**src/rtl/tk_pkg.sv**
```systemverilog
package tk_pkg;
  // control register bit positions
  localparam int CB_OSC  = 4;
  localparam int CB_AUTO = 5;
  localparam int CB_STOP = 6;
  localparam int CB_DSEL = 7;
  // number of alarm sources and their flag order
  localparam int NSRC = 3;
  typedef enum int {SRC_RTC = 0, SRC_IVT = 1, SRC_CYC = 2} src_e;

  function automatic logic in_window(int a, int base, int len);
    return (a >= base) && (a < base + len);
  endfunction
endpackage

```
**src/rtl/tk_line_qual.sv**
```systemverilog
module tk_line_qual #(
  parameter int LONG_MS  = 123,
  parameter int SHORT_MS = 4
) (
  input  logic clk,
  input  logic rst,
  input  logic line_i,
  input  logic ms_tick_i,
  input  logic long_sel_i,
  output logic level_o,
  output logic fall_o
);
  localparam int MAXD = (LONG_MS > SHORT_MS) ? LONG_MS : SHORT_MS;
  localparam int CW   = $clog2(MAXD + 1);

  logic          line_q;
  logic          level_q;
  logic          fall_q;
  logic [CW-1:0] cnt_q;
  logic [CW-1:0] limit;

  assign limit = long_sel_i ? CW'(LONG_MS - 1) : CW'(SHORT_MS - 1);

  always_ff @(posedge clk) begin
    if (rst) begin
      line_q  <= 1'b0;
      level_q <= 1'b0;
      fall_q  <= 1'b0;
      cnt_q   <= '0;
    end else begin
      line_q <= line_i;
      fall_q <= 1'b0;
      if (line_q == level_q) begin
        cnt_q <= '0;                 // wait restarts on any return
      end else if (ms_tick_i) begin
        if (cnt_q >= limit) begin
          level_q <= line_q;
          fall_q  <= level_q;        // accepted 1 -> 0 change
          cnt_q   <= '0;
        end else begin
          cnt_q <= cnt_q + CW'(1);
        end
      end
    end
  end

  assign level_o = level_q;
  assign fall_o  = fall_q;
endmodule

```
**src/rtl/tk_count_alarm.sv**
```systemverilog
module tk_count_alarm #(
  parameter int BYTES  = 5,
  parameter int ADDR_W = 6,
  parameter int CBASE  = 2,
  parameter int ABASE  = 16
) (
  input  logic              clk,
  input  logic              rst,
  input  logic              inc_i,
  input  logic              snap_i,
  input  logic              lock_i,
  input  logic              wr_en_i,
  input  logic [ADDR_W-1:0] addr_i,
  input  logic [7:0]        wdata_i,
  output logic [8*BYTES-1:0] hold_o,
  output logic [7:0]        rd_o,
  output logic              hit_o
);
  import tk_pkg::*;
  localparam int W  = 8 * BYTES;
  localparam int SW = (BYTES > 1) ? $clog2(BYTES) : 1;

  logic [W-1:0]  cnt_q, alm_q, hold_q;
  logic [W-1:0]  cnt_n, alm_n, cnt_inc;
  logic          hit_q;
  logic          in_cnt, in_alm, cnt_we, alm_we, step;
  logic [SW-1:0] cnt_sel, alm_sel;

  assign in_cnt  = in_window(int'(addr_i), CBASE, BYTES);
  assign in_alm  = in_window(int'(addr_i), ABASE, BYTES);
  assign cnt_we  = wr_en_i && in_cnt && !lock_i;
  assign alm_we  = wr_en_i && in_alm && !lock_i;
  assign cnt_sel = SW'(int'(addr_i) - CBASE);
  assign alm_sel = SW'(int'(addr_i) - ABASE);
  assign step    = inc_i && !cnt_we;
  assign cnt_inc = step ? cnt_q + W'(1) : cnt_q;

  for (genvar b = 0; b < BYTES; b++) begin : g_byte
    assign cnt_n[8*b +: 8] = (cnt_we && cnt_sel == SW'(b)) ? wdata_i : cnt_inc[8*b +: 8];
    assign alm_n[8*b +: 8] = (alm_we && alm_sel == SW'(b)) ? wdata_i : alm_q[8*b +: 8];
  end

  always_ff @(posedge clk) begin
    if (rst) begin
      cnt_q  <= '0;
      alm_q  <= '0;
      hold_q <= '0;
      hit_q  <= 1'b0;
    end else begin
      cnt_q <= cnt_n;
      alm_q <= alm_n;
      hit_q <= step && (cnt_q + W'(1) == alm_q);
      if (snap_i) hold_q <= cnt_q;
    end
  end

  always_comb begin
    rd_o = 8'h00;
    for (int i = 0; i < BYTES; i++) begin
      if (int'(addr_i) == CBASE + i) rd_o = hold_q[8*i +: 8];
      if (int'(addr_i) == ABASE + i) rd_o = alm_q[8*i +: 8];
    end
  end

  assign hold_o = hold_q;
  assign hit_o  = hit_q;
endmodule

```
**src/rtl/tk_core.sv**
```systemverilog
module tk_core #(
  parameter int RTC_BYTES = 5,
  parameter int IVT_BYTES = 5,
  parameter int CYC_BYTES = 4,
  parameter int LONG_MS   = 123,
  parameter int SHORT_MS  = 4,
  parameter int ADDR_W    = 6
) (
  input  logic              clk,
  input  logic              rst,
  input  logic              tick_i,
  input  logic              ms_tick_i,
  input  logic              line_i,
  input  logic              snap_i,
  input  logic              wr_en_i,
  input  logic              rd_en_i,
  input  logic [ADDR_W-1:0] addr_i,
  input  logic [7:0]        wdata_i,
  output logic [7:0]        rdata_o,
  output logic              irq_o
);
  import tk_pkg::*;

  localparam int A_STAT = 0;
  localparam int A_CTRL = 1;
  localparam int A_RTC  = 2;
  localparam int A_IVT  = A_RTC + RTC_BYTES;
  localparam int A_CYC  = A_IVT + IVT_BYTES;
  localparam int A_RTCA = A_CYC + CYC_BYTES;
  localparam int A_IVTA = A_RTCA + RTC_BYTES;
  localparam int A_CYCA = A_IVTA + IVT_BYTES;

  logic [7:0]      ctrl_q;
  logic [NSRC-1:0] ien_q, flag_q, hit_vec, lock;
  logic            irq_q;
  logic [7:0]      rdata_q;
  logic            osc, ivt_run, level, fall;
  logic            wr_stat, wr_ctrl, rd_stat;
  logic [7:0]      status, rd_rtc, rd_ivt, rd_cyc, rd_d;
  logic [8*RTC_BYTES-1:0] rtc_hold;
  logic [8*IVT_BYTES-1:0] ivt_hold;
  logic [8*CYC_BYTES-1:0] cyc_hold;

  assign osc     = ctrl_q[CB_OSC];
  assign lock    = ctrl_q[NSRC-1:0];
  assign wr_stat = wr_en_i && int'(addr_i) == A_STAT;
  assign wr_ctrl = wr_en_i && int'(addr_i) == A_CTRL;
  assign rd_stat = rd_en_i && int'(addr_i) == A_STAT;
  assign status  = {2'b00, ien_q, flag_q};

  tk_line_qual #(.LONG_MS(LONG_MS), .SHORT_MS(SHORT_MS)) u_qual (
    .clk(clk), .rst(rst), .line_i(line_i), .ms_tick_i(ms_tick_i),
    .long_sel_i(ctrl_q[CB_DSEL]), .level_o(level), .fall_o(fall)
  );

  assign ivt_run = ctrl_q[CB_AUTO] ? level : !ctrl_q[CB_STOP];

  tk_count_alarm #(.BYTES(RTC_BYTES), .ADDR_W(ADDR_W), .CBASE(A_RTC), .ABASE(A_RTCA)) u_rtc (
    .clk(clk), .rst(rst), .inc_i(tick_i && osc), .snap_i(snap_i),
    .lock_i(lock[SRC_RTC]), .wr_en_i(wr_en_i), .addr_i(addr_i), .wdata_i(wdata_i),
    .hold_o(rtc_hold), .rd_o(rd_rtc), .hit_o(hit_vec[SRC_RTC])
  );

  tk_count_alarm #(.BYTES(IVT_BYTES), .ADDR_W(ADDR_W), .CBASE(A_IVT), .ABASE(A_IVTA)) u_ivt (
    .clk(clk), .rst(rst), .inc_i(tick_i && osc && ivt_run), .snap_i(snap_i),
    .lock_i(lock[SRC_IVT]), .wr_en_i(wr_en_i), .addr_i(addr_i), .wdata_i(wdata_i),
    .hold_o(ivt_hold), .rd_o(rd_ivt), .hit_o(hit_vec[SRC_IVT])
  );

  tk_count_alarm #(.BYTES(CYC_BYTES), .ADDR_W(ADDR_W), .CBASE(A_CYC), .ABASE(A_CYCA)) u_cyc (
    .clk(clk), .rst(rst), .inc_i(fall && osc), .snap_i(snap_i),
    .lock_i(lock[SRC_CYC]), .wr_en_i(wr_en_i), .addr_i(addr_i), .wdata_i(wdata_i),
    .hold_o(cyc_hold), .rd_o(rd_cyc), .hit_o(hit_vec[SRC_CYC])
  );

  always_comb begin
    if (int'(addr_i) == A_STAT)      rd_d = status;
    else if (int'(addr_i) == A_CTRL) rd_d = ctrl_q;
    else                             rd_d = rd_rtc | rd_ivt | rd_cyc;
  end

  always_ff @(posedge clk) begin
    if (rst) begin
      ctrl_q  <= 8'h00;
      ien_q   <= '1;
      flag_q  <= '0;
      irq_q   <= 1'b0;
      rdata_q <= 8'h00;
    end else begin
      if (wr_ctrl) begin
        ctrl_q[7:NSRC]   <= wdata_i[7:NSRC];
        ctrl_q[NSRC-1:0] <= ctrl_q[NSRC-1:0] | wdata_i[NSRC-1:0];
      end
      if (wr_stat) ien_q <= wdata_i[2*NSRC-1:NSRC];
      flag_q <= (rd_stat ? '0 : flag_q) | hit_vec;
      irq_q  <= |(flag_q & ~ien_q);
      if (rd_en_i) rdata_q <= rd_d;
    end
  end

  assign rdata_o = rdata_q;
  assign irq_o   = irq_q;
endmodule

```
**config.mk**
```make
export PLATFORM = sky130hd
export DESIGN_NAME = tk_core
export DESIGN_NICKNAME = d
export VERILOG_FILES = /design/src/rtl/tk_pkg.sv /design/src/rtl/tk_line_qual.sv /design/src/rtl/tk_count_alarm.sv /design/src/rtl/tk_core.sv
export SDC_FILE = /design/constraint.sdc
export NUM_CORES = 1
export LEC_CHECK = 0
export ABC_AREA = 1
export BUFFER_PORTS_ARGS = -buffer_cell sky130_fd_sc_hd__buf_4
export CORE_MARGIN = 8
export CORE_UTILIZATION = 35
export DETAILED_ROUTE_END_ITERATION = 7
export PLACE_DENSITY_LB_ADDON = 0.25
export SYNTH_ARGS = -nofsm -noshare
export SYNTH_HDL_FRONTEND = slang
export SYNTH_SLANG_ARGS = --single-unit
```
**constraint.sdc**
```tcl
create_clock -name clk -period 3.95 [get_ports clk]
set_input_delay 0.395 -clock clk [delete_from_list [all_inputs] [get_ports clk]]
set_output_delay 0.395 -clock clk [all_outputs]
set_load 0.05 [all_outputs]
```
==> metrics <==
Core Area 0.05857 mm²; number of distinct library cell variants in the gate-level netlist after synthesis 57; number of detailed-route iterations in the first pass 6; starting utilization of the core area 0.3510; FF/Latch Area 0.007447 mm²; routability congestion estimate from global placement 0.9733; Worst Tran Pin Value 1.066 ns; Fillers 6340; most frequent standard cell in the layout excluding fill and tap cells sky130_fd_sc_hd__nand2_1; number of nets in the final layout 3093; number of hold buffers added after CTS 0; post-synthesis sequential element count 372; Seq/Total Area, Yosys 0.3622; static leakage power 8.424 nW; sink count of the clock tree 372; Total Negative Setup Slacks 0 ns; clock transition at the registers of the reported paths 0.06 ns; post-CTS setup-driven buffer insertion count 0; CTS Root Buffer Type sky130_fd_sc_hd__clkbuf_16; fraction of synthesized area in multiplexers 0; H-tree lvl count 2; syn_area_per_cell 6.673 µm²; per-cell routed wire length 20.90 µm; Setup Viol. Count Final 0; critical path class reg2reg; area fraction in and, or, nand and nor cells after synthesis 0.2933; pin count of the biggest net entering global routing 195; final critical delay including setup and external delays 3.032 ns; number of antenna-violating nets in the routed design 0; Util after Layout 0.3917; area of the mapped netlist 0.02056 mm²; Post-Route Skew 0.02926 ns; Layout Area Growth over Synthesis 11.59%; Design Power 8.779 mW; count of input and output buffers 30; final number of hold-violating endpoints 0; TritonCTS clock tree built; global-route wire length before repair 122200 µm; type of the most critical hold path in2reg; top library cells by usage in the layout, fill and taps aside sky130_fd_sc_hd__nand2_1, sky130_fd_sc_hd__dfxtp_1, sky130_fd_sc_hd__nor2_1; arrival time at the worst endpoint 3.56 ns; Post-Syn Instances 3081; worst slew slack as a fraction of its limit 0.2892; die footprint 0.06675 mm²; outcome complete, no violations; ys flop type sky130_fd_sc_hd__dfxtp_1; HPWL after detailed placement 57990 µm; Die Span X 258.4 µm; residual overflow from global routing 0; number of antenna violations at the first check in global routing 6; Core Rows 89; combinational family with the most area after synthesis simple AND/OR/NAND/NOR gates; Remaining DRCs 0; First DRT Iteration DRCs 2219; Async SR Flop Fraction 0; max-capacitance violation count 0; fmax 329.8 MHz; insertion delay of the later-clocked pin in the worst-skew pair 0.59 ns; Ys Warns 0; Total GRT Usage 0.2341; number of primary I/O pins 31; final period utilization 0.7675; number of pins with negative max-slew slack in the final report 0; die extent in y 258.4 µm; post-synthesis compound-gate area fraction 0.1982; fraction of layout cells with a size suffix above 1 0.07249; worst path setup slack after routing 0.9183 ns; via count of the first global-routing pass 19470; setup repair after global routing missed its margin false; CTS resizes 0; dpl ws 0.8597 ns; Mapped Nets 3118; critical path fanouts, max 12; EDFF count, synth 0; via density per instance 5.480; CP Launch Type register; CP Capture Type register; required time reported for the critical path endpoint 4.48 ns; Final Routed Wirelength 80800 µm; power per standard cell area 382.6 mW/mm²; hold_ws 0.02926 ns; xor/xnor cell area share of the yosys netlist 0.04838; worst ir drop on vdd 0.2842 mV; Post-Synth Adder-Cell Area 0.009129; number of buffers inserted during clock tree synthesis 45; number of buffers on the longest clock path 3; multi-input logic area 0.01129 mm²; via count of the routed design 21180
==> registers in the layout, indices dropped and copies added (netlist names), 3 cells and up <==
| signal | flops |
|---|---|
| u_rtc.cnt_q | 40 |
| u_rtc.hold_o | 40 |
| ctrl_q | 8 |
| flag_q | 3 |
| u_cyc.alm_q | 32 |
| u_ivt.hold_o | 40 |
| u_ivt.cnt_q | 40 |
| u_cyc.hold_o | 32 |
| rdata_o | 8 |
| ien_q | 3 |
| u_rtc.alm_q | 40 |
| u_qual.cnt_q | 7 |
| u_ivt.alm_q | 40 |
| u_cyc.cnt_q | 32 |
==> critical path: stages, from the launching register on <==
cell and delay, ns:
sky130_fd_sc_hd__dfxtp_1 0.63, sky130_fd_sc_hd__ha_1 0.51, sky130_fd_sc_hd__nand2_2 0.15, sky130_fd_sc_hd__nor2_4 0.24, sky130_fd_sc_hd__nand2_2 0.15, sky130_fd_sc_hd__clkinv_1 0.13, sky130_fd_sc_hd__nand3_1 0.08, sky130_fd_sc_hd__nand2_1 0.12
sky130_fd_sc_hd__xor2_1 0.15, sky130_fd_sc_hd__nand3_1 0.09, sky130_fd_sc_hd__nor2_1 0.10, sky130_fd_sc_hd__nand2_1 0.05, sky130_fd_sc_hd__nor2_1 0.15, sky130_fd_sc_hd__nand4_1 0.15, sky130_fd_sc_hd__nor2_1 0.12, sky130_fd_sc_hd__nand4_1 0.09
sky130_fd_sc_hd__nor2_1 0.09
==> per-layer routing <==
| metal | vias to the layer above | wire length, µm | track usage |
|---|---|---|---|
| li1 | 10220 | - | - |
| met1 | 9913 | 36690 | 0.3270 |
| met2 | 878 | 35400 | 0.3622 |
| met3 | 169 | 5933 | 0.03637 |
| met4 | 4 | 2765 | 0.08483 |
| met5 | - | 23 | 0 |
==> cells in the mapped netlist, types with 2 or more instances <==
library cell,count,area [µm²]
sky130_fd_sc_hd__a2111oi_0,6,52.55
sky130_fd_sc_hd__a211oi_1,11,82.58
sky130_fd_sc_hd__a21oi_1,287,1436
sky130_fd_sc_hd__a221oi_1,19,166.4
sky130_fd_sc_hd__a22oi_1,6,45.04
sky130_fd_sc_hd__a31oi_1,55,344.1
sky130_fd_sc_hd__and2_1,2,12.51
sky130_fd_sc_hd__buf_1,2,7.510
sky130_fd_sc_hd__buf_2,23,115.1
sky130_fd_sc_hd__buf_4,2,15.01
sky130_fd_sc_hd__clkbuf_1,93,349.1
sky130_fd_sc_hd__clkinv_1,7,26.28
sky130_fd_sc_hd__dfxtp_1,372,7447
sky130_fd_sc_hd__ha_1,15,187.7
sky130_fd_sc_hd__inv_1,333,1250
sky130_fd_sc_hd__inv_2,12,45.04
sky130_fd_sc_hd__nand2_1,666,2500
sky130_fd_sc_hd__nand2_2,12,75.07
sky130_fd_sc_hd__nand2_4,2,22.52
sky130_fd_sc_hd__nand3_1,168,840.8
sky130_fd_sc_hd__nand3_2,8,80.08
sky130_fd_sc_hd__nand3b_1,2,15.01
sky130_fd_sc_hd__nand4_1,57,356.6
sky130_fd_sc_hd__nor2_1,343,1287
sky130_fd_sc_hd__nor2_2,20,125.1
sky130_fd_sc_hd__nor2_4,8,90.09
sky130_fd_sc_hd__nor3_1,45,225.2
sky130_fd_sc_hd__nor3_2,8,80.08
sky130_fd_sc_hd__nor3_4,4,65.06
sky130_fd_sc_hd__nor3b_1,2,15.01
sky130_fd_sc_hd__nor4_1,11,68.82
sky130_fd_sc_hd__o2111ai_1,19,166.4
sky130_fd_sc_hd__o211ai_1,11,82.58
sky130_fd_sc_hd__o21a_1,2,15.01
sky130_fd_sc_hd__o21ai_0,249,1246
sky130_fd_sc_hd__o21ai_1,4,20.02
sky130_fd_sc_hd__o21bai_1,4,30.03
sky130_fd_sc_hd__o221ai_1,12,105.1
sky130_fd_sc_hd__o22ai_1,39,244.0
sky130_fd_sc_hd__or2_0,4,25.02
sky130_fd_sc_hd__or2_2,16,100.1
sky130_fd_sc_hd__xnor2_1,6,52.55
sky130_fd_sc_hd__xor2_1,100,875.8
==> per-stage QoR <==
| stage | cell area, µm² | std cells |
|---|---|---|
| floorplan | 20560 | 3081 |
| global placement | 21420 | 3782 |
| detailed placement | 21420 | 3782 |
| CTS | 22930 | 3863 |
| global route | 22940 | 3866 |
| finish | 22940 | 3866 |
==> worst paths after layout <==
kind | cells past startpoint | end | slack (ns) | from
worst min register to register | 2 | u_ivt.hold_o[1]$_SDFFE_PP0P_ | 0.46 | u_ivt.hold_o[1]$_SDFFE_PP0P_
worst min-delay path | 3 | u_qual.line_q$_SDFF_PP0_ | 0.03 | line_i
worst max-delay path | 16 | u_rtc.hit_o$_SDFF_PP0_ | 0.92 | u_rtc.cnt_q[0]$_SDFFE_PP0P_
worst max register to register | 16 | u_rtc.hit_o$_SDFF_PP0_ | 0.92 | u_rtc.cnt_q[0]$_SDFFE_PP0P_
==> layout make-up <==
class,count,share of cell area
antenna,3,0.0003272
clock buffer,62,0.05710
clock inverter,19,0.009053
inverter,353,0.05803
multi-input combinational,2235,0.4920
sequential,372,0.3246
tap,773,0.04216
timing repair buffer,49,0.01674
==> logic make-up (layout without fill, tap and decap cells) <==
| family | count (synthesis) | count (layout) |
|---|---|---|
| other | 0 | 3 |
| AOI/OAI and AO/OA | 728 | 728 |
| buffers and inverters | 474 | 483 |
| xor gates and xnor gates | 109 | 109 |
| DFF | 372 | 372 |
| adders and majority gates | 15 | 15 |
| and+or+nand+nor | 1383 | 1383 |
==> where the power goes <==
part / internal [mW] / leakage (nW) / total (mW) / switching (mW)
clock network: 2.57 / 0.756 / 4.30 / 1.73
registers: 3.84 / 3.02 / 3.91 / 0.0654
logic: 0.140 / 4.65 / 0.570 / 0.430
(Power assumes the default switching activity.)
